`config.mk`:
```
export PLATFORM = sky130hd
export DESIGN_NAME = rx_desc_engine
export DESIGN_NICKNAME = d
export VERILOG_FILES = /design/src/rtl/rxd_pkg.sv /design/src/rtl/rxd_byte_packer.sv /design/src/rtl/rxd_ring_step.sv /design/src/rtl/rx_desc_engine.sv
export SDC_FILE = /design/constraint.sdc
export NUM_CORES = 1
export LEC_CHECK = 0
export ABC_AREA = 1
export CAP_MARGIN = 20
export CORE_MARGIN = 3
export CORE_UTILIZATION = 55
export DETAILED_ROUTE_END_ITERATION = 6
export PLACE_DENSITY = 0.78
export SLEW_MARGIN = 20
export SYNTH_ARGS = -nofsm -noshare
export SYNTH_HDL_FRONTEND = slang
export SYNTH_SLANG_ARGS = --single-unit
```
`constraint.sdc`:
```
create_clock -name clk -period 2.6 [get_ports clk]
set_clock_uncertainty 0.05 [all_clocks]
set_input_delay 0.65 -clock clk [delete_from_list [all_inputs] [get_ports clk]]
set_output_delay 0.65 -clock clk [all_outputs]
set_load 0.005 [all_outputs]
```
`src/rtl/rxd_pkg.sv`:
```
package rxd_pkg;
  typedef enum logic [2:0] {
    ST_SUSP,
    ST_FETCH,
    ST_WAIT,
    ST_RECV,
    ST_WB
  } rxd_state_e;

  localparam int OWN_BIT    = 31;
  localparam int FIRST_BIT  = 30;
  localparam int ERR_BIT    = 15;
  localparam int LAST_BIT   = 8;
  localparam int WRAP_BIT   = 25;
  localparam int CHAIN_BIT  = 24;
  localparam int LEN_LSB    = 16;
  localparam int DESC_WORDS = 4;
endpackage

```
`src/rtl/rxd_byte_packer.sv`:
```
module rxd_byte_packer #(
  parameter int AW     = 12,
  parameter int LEN_W  = 14,
  parameter int SIZE_W = 11
) (
  input  logic              clk,
  input  logic              rst,
  input  logic              clr,
  input  logic              byte_en,
  input  logic [7:0]        byte_in,
  input  logic              last_in,
  input  logic [SIZE_W-1:0] buf_size,
  input  logic [AW-1:0]     buf_base,
  output logic              wr_req,
  output logic [AW-1:0]     wr_addr,
  output logic [31:0]       wr_data,
  output logic [LEN_W-1:0]  byte_cnt,
  output logic              ovf
);
  localparam int LANES = 4;

  logic [31:0]      pack_q;
  logic [LEN_W-1:0] size_ext;
  logic             in_lim;
  logic             end_of_buf;
  logic [1:0]       lane;

  assign size_ext   = LEN_W'(buf_size);
  assign in_lim     = byte_cnt < size_ext;
  assign end_of_buf = byte_cnt == (size_ext - LEN_W'(1));
  assign lane       = byte_cnt[1:0];
  assign wr_req     = byte_en && in_lim && (lane == 2'd3 || last_in || end_of_buf);
  assign wr_addr    = buf_base + AW'(byte_cnt >> 2);

  always_comb begin
    wr_data = '0;
    for (int k = 0; k < LANES; k++) begin
      if (k < int'(lane))       wr_data[8*k +: 8] = pack_q[8*k +: 8];
      else if (k == int'(lane)) wr_data[8*k +: 8] = byte_in;
    end
  end

  always_ff @(posedge clk) begin
    if (rst || clr) begin
      byte_cnt <= '0;
      ovf      <= 1'b0;
      pack_q   <= '0;
    end else if (byte_en) begin
      if (in_lim) pack_q[8*lane +: 8] <= byte_in;
      else        ovf <= 1'b1;
      if (byte_cnt != '1) byte_cnt <= byte_cnt + LEN_W'(1);
    end
  end

  AST_OVF_NO_WRITE: assert property (@(posedge clk) disable iff (rst)
    (ovf && byte_en && !clr) |-> !wr_req);
endmodule

```
`src/rtl/rxd_ring_step.sv`:
```
module rxd_ring_step #(
  parameter int AW = 12
) (
  input  logic [AW-1:0] cur,
  input  logic [AW-1:0] base,
  input  logic [31:0]   ctl,
  input  logic [31:0]   chain_ptr,
  output logic [AW-1:0] nxt
);
  import rxd_pkg::*;

  always_comb begin
    if (ctl[WRAP_BIT])       nxt = base;
    else if (ctl[CHAIN_BIT]) nxt = chain_ptr[AW-1:0];
    else                     nxt = cur + AW'(DESC_WORDS);
  end
endmodule

```
`src/rtl/rx_desc_engine.sv`:
```
module rx_desc_engine #(
  parameter int AW     = 12,
  parameter int LEN_W  = 14,
  parameter int SIZE_W = 11
) (
  input  logic          clk,
  input  logic          rst,
  input  logic [AW-1:0] ring_base,
  input  logic          poll_req,
  input  logic          rx_valid,
  input  logic [7:0]    rx_data,
  input  logic          rx_last,
  input  logic          rx_err,
  output logic          mem_en,
  output logic          mem_we,
  output logic [AW-1:0] mem_addr,
  output logic [31:0]   mem_wdata,
  input  logic [31:0]   mem_rdata
);
  import rxd_pkg::*;

  localparam int FC_W      = 3;
  localparam int FETCH_END = DESC_WORDS + 1;

  rxd_state_e       state;
  logic [AW-1:0]    cur_q;
  logic [FC_W-1:0]  fcnt;
  logic             own_q;
  logic [31:0]      ctl_q;
  logic [AW-1:0]    buf_q;
  logic [31:0]      nxt_q;
  logic             ferr_q;
  logic             mid_q;

  logic             accept;
  logic             pk_clr;
  logic             pk_wr;
  logic [AW-1:0]    pk_addr;
  logic [31:0]      pk_data;
  logic [LEN_W-1:0] pk_cnt;
  logic             pk_ovf;
  logic [AW-1:0]    next_desc;
  logic [31:0]      st_word;

  assign accept = rx_valid && ((state == ST_WAIT && !mid_q) || state == ST_RECV);
  assign pk_clr = (state == ST_FETCH) && (fcnt == FC_W'(FETCH_END));

  rxd_byte_packer #(.AW(AW), .LEN_W(LEN_W), .SIZE_W(SIZE_W)) u_pack (
    .clk(clk), .rst(rst), .clr(pk_clr),
    .byte_en(accept), .byte_in(rx_data), .last_in(rx_last),
    .buf_size(ctl_q[SIZE_W-1:0]), .buf_base(buf_q),
    .wr_req(pk_wr), .wr_addr(pk_addr), .wr_data(pk_data),
    .byte_cnt(pk_cnt), .ovf(pk_ovf)
  );

  rxd_ring_step #(.AW(AW)) u_step (
    .cur(cur_q), .base(ring_base), .ctl(ctl_q), .chain_ptr(nxt_q), .nxt(next_desc)
  );

  always_comb begin
    st_word = '0;
    st_word[FIRST_BIT]            = 1'b1;
    st_word[LAST_BIT]             = 1'b1;
    st_word[ERR_BIT]              = ferr_q | pk_ovf;
    st_word[LEN_LSB +: LEN_W]     = pk_cnt;
  end

  always_ff @(posedge clk) begin
    if (rst) begin
      state     <= ST_SUSP;
      cur_q     <= ring_base;
      fcnt      <= '0;
      own_q     <= 1'b0;
      ctl_q     <= '0;
      buf_q     <= '0;
      nxt_q     <= '0;
      ferr_q    <= 1'b0;
      mid_q     <= 1'b0;
      mem_en    <= 1'b0;
      mem_we    <= 1'b0;
      mem_addr  <= '0;
      mem_wdata <= '0;
    end else begin
      mem_en <= 1'b0;
      mem_we <= 1'b0;
      if (rx_valid) mid_q <= !rx_last;
      if (pk_wr) begin
        mem_en    <= 1'b1;
        mem_we    <= 1'b1;
        mem_addr  <= pk_addr;
        mem_wdata <= pk_data;
      end
      unique case (state)
        ST_SUSP: begin
          if (poll_req) begin
            state <= ST_FETCH;
            fcnt  <= '0;
          end
        end
        ST_FETCH: begin
          if (fcnt < FC_W'(DESC_WORDS)) begin
            mem_en   <= 1'b1;
            mem_addr <= cur_q + AW'(fcnt);
          end
          case (fcnt)
            3'd2:    own_q <= mem_rdata[OWN_BIT];
            3'd3:    ctl_q <= mem_rdata;
            3'd4:    buf_q <= mem_rdata[AW-1:0];
            3'd5:    nxt_q <= mem_rdata;
            default: ;
          endcase
          if (fcnt == FC_W'(FETCH_END)) begin
            state  <= own_q ? ST_WAIT : ST_SUSP;
            ferr_q <= 1'b0;
          end else begin
            fcnt <= fcnt + FC_W'(1);
          end
        end
        ST_WAIT, ST_RECV: begin
          if (accept) begin
            ferr_q <= ferr_q | rx_err;
            state  <= rx_last ? ST_WB : ST_RECV;
          end
        end
        ST_WB: begin
          mem_en    <= 1'b1;
          mem_we    <= 1'b1;
          mem_addr  <= cur_q;
          mem_wdata <= st_word;
          cur_q     <= next_desc;
          fcnt      <= '0;
          state     <= ST_FETCH;
        end
        default: state <= ST_SUSP;
      endcase
    end
  end

  AST_POLL_RESUME: assert property (@(posedge clk) disable iff (rst)
    (state == ST_SUSP && poll_req) |=> (state == ST_FETCH));
  AST_SUSP_QUIET: assert property (@(posedge clk) disable iff (rst)
    (state == ST_SUSP && $past(state) == ST_SUSP) |-> !mem_en);
  AST_STATUS_HANDBACK: assert property (@(posedge clk) disable iff (rst)
    ($past(state) == ST_WB) |-> (mem_we && !mem_wdata[OWN_BIT] && mem_wdata[FIRST_BIT] && mem_wdata[LAST_BIT]));
  AST_AUTO_FETCH: assert property (@(posedge clk) disable iff (rst)
    (state == ST_WB) |=> (state == ST_FETCH));
endmodule

```
After elaboration in Yosys (flattened, before gate mapping)
Index checks and enable logic that the tools add are counted.

cells by class
  div/mod/pow operators = 0
  add/subtract/negate cells = 7
  muxes and demuxes = 33
  reduce and logical (&&, ||, !) cells = 29
  order comparisons = 5
  shift operators = 2
  $mul = 0
  equal/unequal tests = 18
  bitwise operators = 3

operator list
  kind                     count
  $mux 12                  6
  $mux 31                  2
  $mux 8                   7
  $neg 5->34               1
  $shift 8x34->32 const A  1
  $shiftx 8x34->32         1
  $bwmux 32                1
  $pmux 12 s2              1
  $mux 3                   6
  $add 14x1->14 const B    1
  $eq 14x14->1             1
  $lt 14x11->1             1
  $ne 14x14->1 const B     1
  $reduce_and 2->1         7
  $add 12x12->12           1
  $add 12x3->12            1
  $add 12x3->12 const B    1
  $eq 3x2->1 const B       4
  $pmux 3 s4               1
  $sub 11x1->12 const B    1
  $eq 3x3->1 const B       3
  $pmux 3 s3               1
  $reduce_and 3->1         3
  $reduce_bool 2->1        3
  22 further kinds         41

word-level totals
  RAM bits = 0
  input bits = 58
  memories kept = 0
  bits in registers = 164
  word-level logic and storage cells = 114
  bits in latches = 0
  memory bits (read-only) = 0

Longest topological paths before layout
  word-level depth = 9
  mapped depth = 18

Cells and area by module
A second synthesis with hierarchy kept.

second synthesis, totals
  cell total of the unflattened synthesis = 1439
  area, all modules = 9884.5 sq um

modules (own cells, without submodules)
  module           times used  area each (sq um)  cells each
  rx_desc_engine   1           5948.2             785
  rxd_byte_packer  1           3457.1             558
  rxd_ring_step    1           479.2              96

Least setup slack after synthesis
OpenSTA, ideal clock, no wires.

  path kind = reg-to-reg
  start point = register fcnt[0]
  end point = register mem_addr[10]
  cell stages (with the launch flop) = 13
  library setup time = 0.072 ns
  path buffers = 0
  clock period less this slack = 2.258 ns
  setup slack = 0.342 ns
  arrival time = 2.136 ns
  cells stage by stage = dfxtp_1 > ha_1 > inv_1 > fa_1 > or2_2 > a21oi_1 > nand2_1 > nor4_1 > xor2_1 > nand2_1 > o21ai_0 > inv_1 > a21oi_1

on the way
  cells in the longest elaborated chain, start to end = 3
  elaborated cells between the ends (all ways) = 4
  classes of those cells = add/sub (1); order compare (1); mux (2)

ends and longest elaborated chain
  element                                             line                                          source
  start, declared                                     rx_desc_engine.sv:27                          logic [FC_W-1:0] fcnt;
  start signal, assigned                              rx_desc_engine.sv:116                         fcnt <= fcnt + FC_W'(1);
  $add 12x3->12 / $lt 3x3->1 (equally long branches)  rx_desc_engine.sv:103, rx_desc_engine.sv:101
  $mux 12 *                                           rx_desc_engine.sv:101                         if (fcnt < FC_W'(DESC_WORDS)) begin
  $pmux 12 s2 *                                       rx_desc_engine.sv:93                          unique case (state)
  end signal, assigned                                rx_desc_engine.sv:90                          mem_addr <= pk_addr;
  end signal, assigned                                rx_desc_engine.sv:103                         mem_addr <= cur_q + AW'(fcnt);
  end signal, assigned                                rx_desc_engine.sv:128                         mem_addr <= cur_q;
  end, declared                                       rx_desc_engine.sv:16                          output logic [AW-1:0] mem_addr,

Mark *: on every way between the ends. The rest lies on a longest branch, timed or not.
A chain may end at the register's enable or synchronous reset.

Worst setup path after layout
  start point = register ctl_q[5]
  end point = register mem_wdata[17]

on the way
  cells in the longest elaborated chain, start to end = 5
  elaborated cells between the ends (all ways) = 7
  classes of those cells = add/sub (1); order compare (1); eq/ne (1); reduce/logical (4)

ends and longest elaborated chain
  element                        line                   source
  start, declared                rx_desc_engine.sv:29   logic [31:0] ctl_q;
  start signal, assigned         rx_desc_engine.sv:107  3'd3: ctl_q <= mem_rdata;
  $sub 11x1->12                  rxd_byte_packer.sv:30  assign end_of_buf = byte_cnt == (size_ext - LEN_W'(1));
  $eq 14x14->1                   rxd_byte_packer.sv:30
  $logic_or 1x1->1               rxd_byte_packer.sv:32  assign wr_req = byte_en && in_lim && (lane == 2'd3 || last_in || end_of_buf);
  $logic_and 1x1->1 *            rxd_byte_packer.sv:32
  $reduce_bool 2->1 (no line) *  -
  end signal, assigned           rx_desc_engine.sv:91   mem_wdata <= pk_data;
  end signal, assigned           rx_desc_engine.sv:129  mem_wdata <= st_word;
  end, declared                  rx_desc_engine.sv:17   output logic [31:0] mem_wdata,

Marks and branches as above.

==> key figures <==
Logic synthesis
  • Number of flops mapped to enable cells by yosys: 12
  • Area of the mapped netlist: 7890 µm²
  • Total of warnings raised by yosys: 0
  • Dominant cell by count in the synthesized netlist: sky130_fd_sc_hd__nand2_1
  • Post-synth top area cell: sky130_fd_sc_hd__dfxtp_1
  • Yosys top cell area share: 33.2%
  • Synth top area cells: sky130_fd_sc_hd__dfxtp_1, sky130_fd_sc_hd__nand2_1, sky130_fd_sc_hd__a21oi_1, sky130_fd_sc_hd__inv_1, sky130_fd_sc_hd__o21ai_0
  • Ranking of synthesized cells by instance count: sky130_fd_sc_hd__nand2_1, sky130_fd_sc_hd__dfxtp_1, sky130_fd_sc_hd__inv_1, sky130_fd_sc_hd__a21oi_1, sky130_fd_sc_hd__nor2_1
  • Fraction of synthesized area in multiplexers: 0.127%
  • Gate count of the mapped netlist: 1093
  • Number of distinct standard cells referenced by the synthesized netlist: 48
  • Sequential cell area fraction in the yosys report: 37.8%
  • Top FF cell, synth: sky130_fd_sc_hd__dfxtp_1
  • Adder-cell share of the synthesized area: 6.38%
  • Proportion of synthesized flip-flops having asynchronous set or reset: 0%
  • Synth Area in XOR/XNOR: 2.95%
  • Post-synthesis compound-gate area fraction: 19.9%
  • Post-synthesis sequential element count: 143
  • Synth Area in Simple Gates: 24.2%
  • Post-Syn Nets: 1190
  • Dominant combinational cell family by area after synthesis: simple AND/OR/NAND/NOR gates
  • Syn Area/Cell: 7.22 µm²

Global routing
  • Overflow left after global routing: 0
  • Antenna violations before repair: 0
  • Via count of the first global-routing pass: 6975
  • Overall routing resource usage: 26.8%
  • Pin count of the biggest net entering global routing: 42
  • First-pass GRT wire length: 34500 µm

Critical path
  • Critical-path maximum fanout: 13
  • Top Family by Delay on Critical Path: simple AND/OR/NAND/NOR gates
  • Worst path slowest cell: sky130_fd_sc_hd__dfxtp_1
  • Startpoint-to-endpoint class of the critical path: flop to flop
  • Maximum cell stage delay along the critical path: 450 ps
  • Arrival time of data at the critical path endpoint: 2750 ps
  • Most frequent cell on the critical path: sky130_fd_sc_hd__nand2_1
  • Crit. End Element: flop
  • Number of buffer and inverter instances along the worst setup path: 2
  • Total stage count of the critical path: 12
  • Capturing instance or port of the critical path: mem_wdata[17]
  • Capture instance of the worst register-to-register path: mem_wdata[17]
  • First element of the critical path: ctl_q[5]
  • Ordered cell list for the critical path: inv_1 -> ha_1 -> nand4_1 -> o221ai_1 -> nand2_1 -> nand2_1 -> nor2_4 -> nand2_4 -> nand2_2 -> inv_2 -> nand2_1 -> a21oi_2
  • Critical path data required time: 2920 ps
  • Origin of the critical flop-to-flop path: ctl_q[5]
  • Register-to-Register Path Depth: 12
  • FF-to-FF setup slack: 160 ps
  • Critical Path Source Type: flop

STA
  • Worst-case hold slack: 403 ps
  • Final hold viol count: 0
  • TNS Setup: 0 ps
  • Post-route clock period utilization: 93.7%
  • Setup ws final: 165 ps
  • Shortest period the worst path allows: 2440 ps
  • Max Fclk: 411 MHz
  • Tightest Pin Transition: 726 ps
  • Slew Limit Headroom: 51.5%
  • Final Max Tran Viols: 0
  • Finish-stage setup viols: 0

Pwr
  • Overall power consumption: 5.79 mW
  • Power density over the cells: 594 nW/µm²
  • Maximum resistive drop on vdd: 0.000496 V
  • LEAKAGE: 3.94 nW

Layout
  • Area delta synth->final: 23.5%
  • Fin nets: 1293
  • Fraction of final layout cells with drive strength greater than 1: 9.20%
  • Antenna fix cells: 0
  • Post-Layout Cell Count: 1387

Clock network
  • Number of H-tree levels: 4
  • Hold-fix buffers at CTS: 0
  • Clock sink total: 143
  • Num CTS Buffers: 17
  • Clk pin slew, worst setup/hold paths: 60 ps
  • Root Driver: sky130_fd_sc_hd__clkbuf_16
  • Maximum root-to-sink buffer count: 2
  • Worst-Skew Late Latency: 430 ps
  • Clock tree from TritonCTS: yes

Floorplanning
  • Area of the die: 15800 µm²
  • Row count: 43
  • Initial core utilization: 56.6%
  • Core outline area: 13900 µm²
  • Vert. Die Dim: 126 µm
  • DIE WIDTH: 126 µm
  • Ports placed on the boundary: 104

Route
  • Post-DRT Antenna Nets: 0
  • DR iter-0 viols: 742
  • Drt first pass iters: 5
  • Routed WL per cell: 15.2 µm
  • Sum of routed wire length over all layers: 21100 µm
  • DR DRC count: 0
  • DR vias: 7652
  • Vias per inst: 5.52

Hold path
  • Hold path cells: 2
  • Hold crit path type: flop to flop

Placed design
  • Post-Place Setup Slack: -58.2 ps
  • Last weighted congestion value of the routability-driven placer: 0.885
  • Detailed-placement wirelength estimate: 15600 µm
  • Number of cells after detailed placement: 1356
  • Number of port buffers: 86

Job
  • Number of maximum-capacitance violations: 0

Outcome
  • Outcome: completed
cell usage in the layout (no fill, tap or decap), types with 5 or more instances in the layout:
master,Yosys,layout
sky130_fd_sc_hd__nor2_1,110,110
sky130_fd_sc_hd__nand3_1,60,60
sky130_fd_sc_hd__a21oi_2,9,10
sky130_fd_sc_hd__a21oi_1,116,115
sky130_fd_sc_hd__buf_4,2,36
sky130_fd_sc_hd__o21ai_1,9,9
sky130_fd_sc_hd__clkdlybuf4s50_1,0,86
sky130_fd_sc_hd__nand2_2,4,5
sky130_fd_sc_hd__nor3_1,12,12
sky130_fd_sc_hd__xor2_1,17,17
sky130_fd_sc_hd__clkbuf_16,0,18
sky130_fd_sc_hd__inv_1,129,128
sky130_fd_sc_hd__nor2_2,5,5
sky130_fd_sc_hd__ha_1,37,37
sky130_fd_sc_hd__xnor2_1,7,7
sky130_fd_sc_hd__dfxtp_1,131,130
sky130_fd_sc_hd__a22oi_1,17,17
sky130_fd_sc_hd__o21ai_0,95,94
sky130_fd_sc_hd__nor3b_1,5,5
sky130_fd_sc_hd__nand2_1,202,201
sky130_fd_sc_hd__nand4_1,25,25
sky130_fd_sc_hd__o21bai_2,9,9
sky130_fd_sc_hd__edfxtp_1,12,12
worst min path at each step:
stage / from / endpoint / slack, ps
final: own_q / own_q / 400
after global routing: u_pack.pack_q[18] / u_pack.pack_q[18] / 430
after CTS: own_q / own_q / 400
after detailed placement: own_q / own_q / 390
after global placement: own_q / own_q / 390
after floorplan: own_q / own_q / 370
worst min-delay path, cell delays in order (launching register included):
cell and delay [ps]:
sky130_fd_sc_hd__dfxtp_1 300, sky130_fd_sc_hd__inv_1 60, sky130_fd_sc_hd__a21oi_1 60
logic make-up (layout without fill, tap and decap cells):
kind of cell             after synthesis  after routing
AO/OA/AOI/OAI                        277            277
XOR/XNOR                              25             25
adder cells (fa/ha/maj)               39             39
buffers and inverters                171            285
flip-flops                           143            143
multiplexers                           1              1
AND/OR/NAND/NOR                      437            437
flip-flops by register name, summed over array words and instances (netlist names), 3 cells and up:
| register | flops |
|---|---|
| fcnt | 3 |
| ctl_q | 13 |
| mem_wdata | 32 |
| state | 3 |
| nxt_q | 12 |
| u_pack.byte_cnt | 14 |
| buf_q | 12 |
| cur_q | 12 |
| u_pack.pack_q | 24 |
| mem_addr | 12 |
layer usage:
| metal | up-vias | wire length [µm] | GRT usage, % |
|---|---|---|---|
| met5 | - | 0 | 0 |
| met3 | 46 | 1440 | 5.39 |
| met4 | 0 | 510 | 8.14 |
| met1 | 3442 | 9360 | 35.9 |
| met2 | 299 | 9820 | 43.9 |
| li1 | 3865 | - | - |
power breakdown:
part	switching (mW)	internal, mW	leakage [nW]
Combinational	0.431	0.312	2.45
Sequential	0.0767	2.31	1.18
Clock	0.991	1.67	0.312
Total	1.50	4.29	3.94
cell type report:
type	count	area [µm²]
Tap cell	180	225
Clock buffer	19	454
Sequential cell	143	2980
Fill cell	1139	4190
Clock inverter	11	178
Inverter	132	498
Timing Repair Buffer	123	1150
Multi-Input combinational cell	779	4250
per-stage QoR:
step           util, %  cell area [µm²]
2_1_floorplan        -             7890
3_3_place_gp      65.1             9080
3_5_place_dp      65.1             9080
4_1_cts           69.7             9710
5_1_grt           69.9             9740
6_report          69.9             9740
what timing repair did:
item / CTS / global route
buffers inserted: 0 / 1
pin swaps: 0 / 1
setup endpoints to repair: 1 / 10
resized for setup: 1 / 9
(Power assumes the default switching activity.)
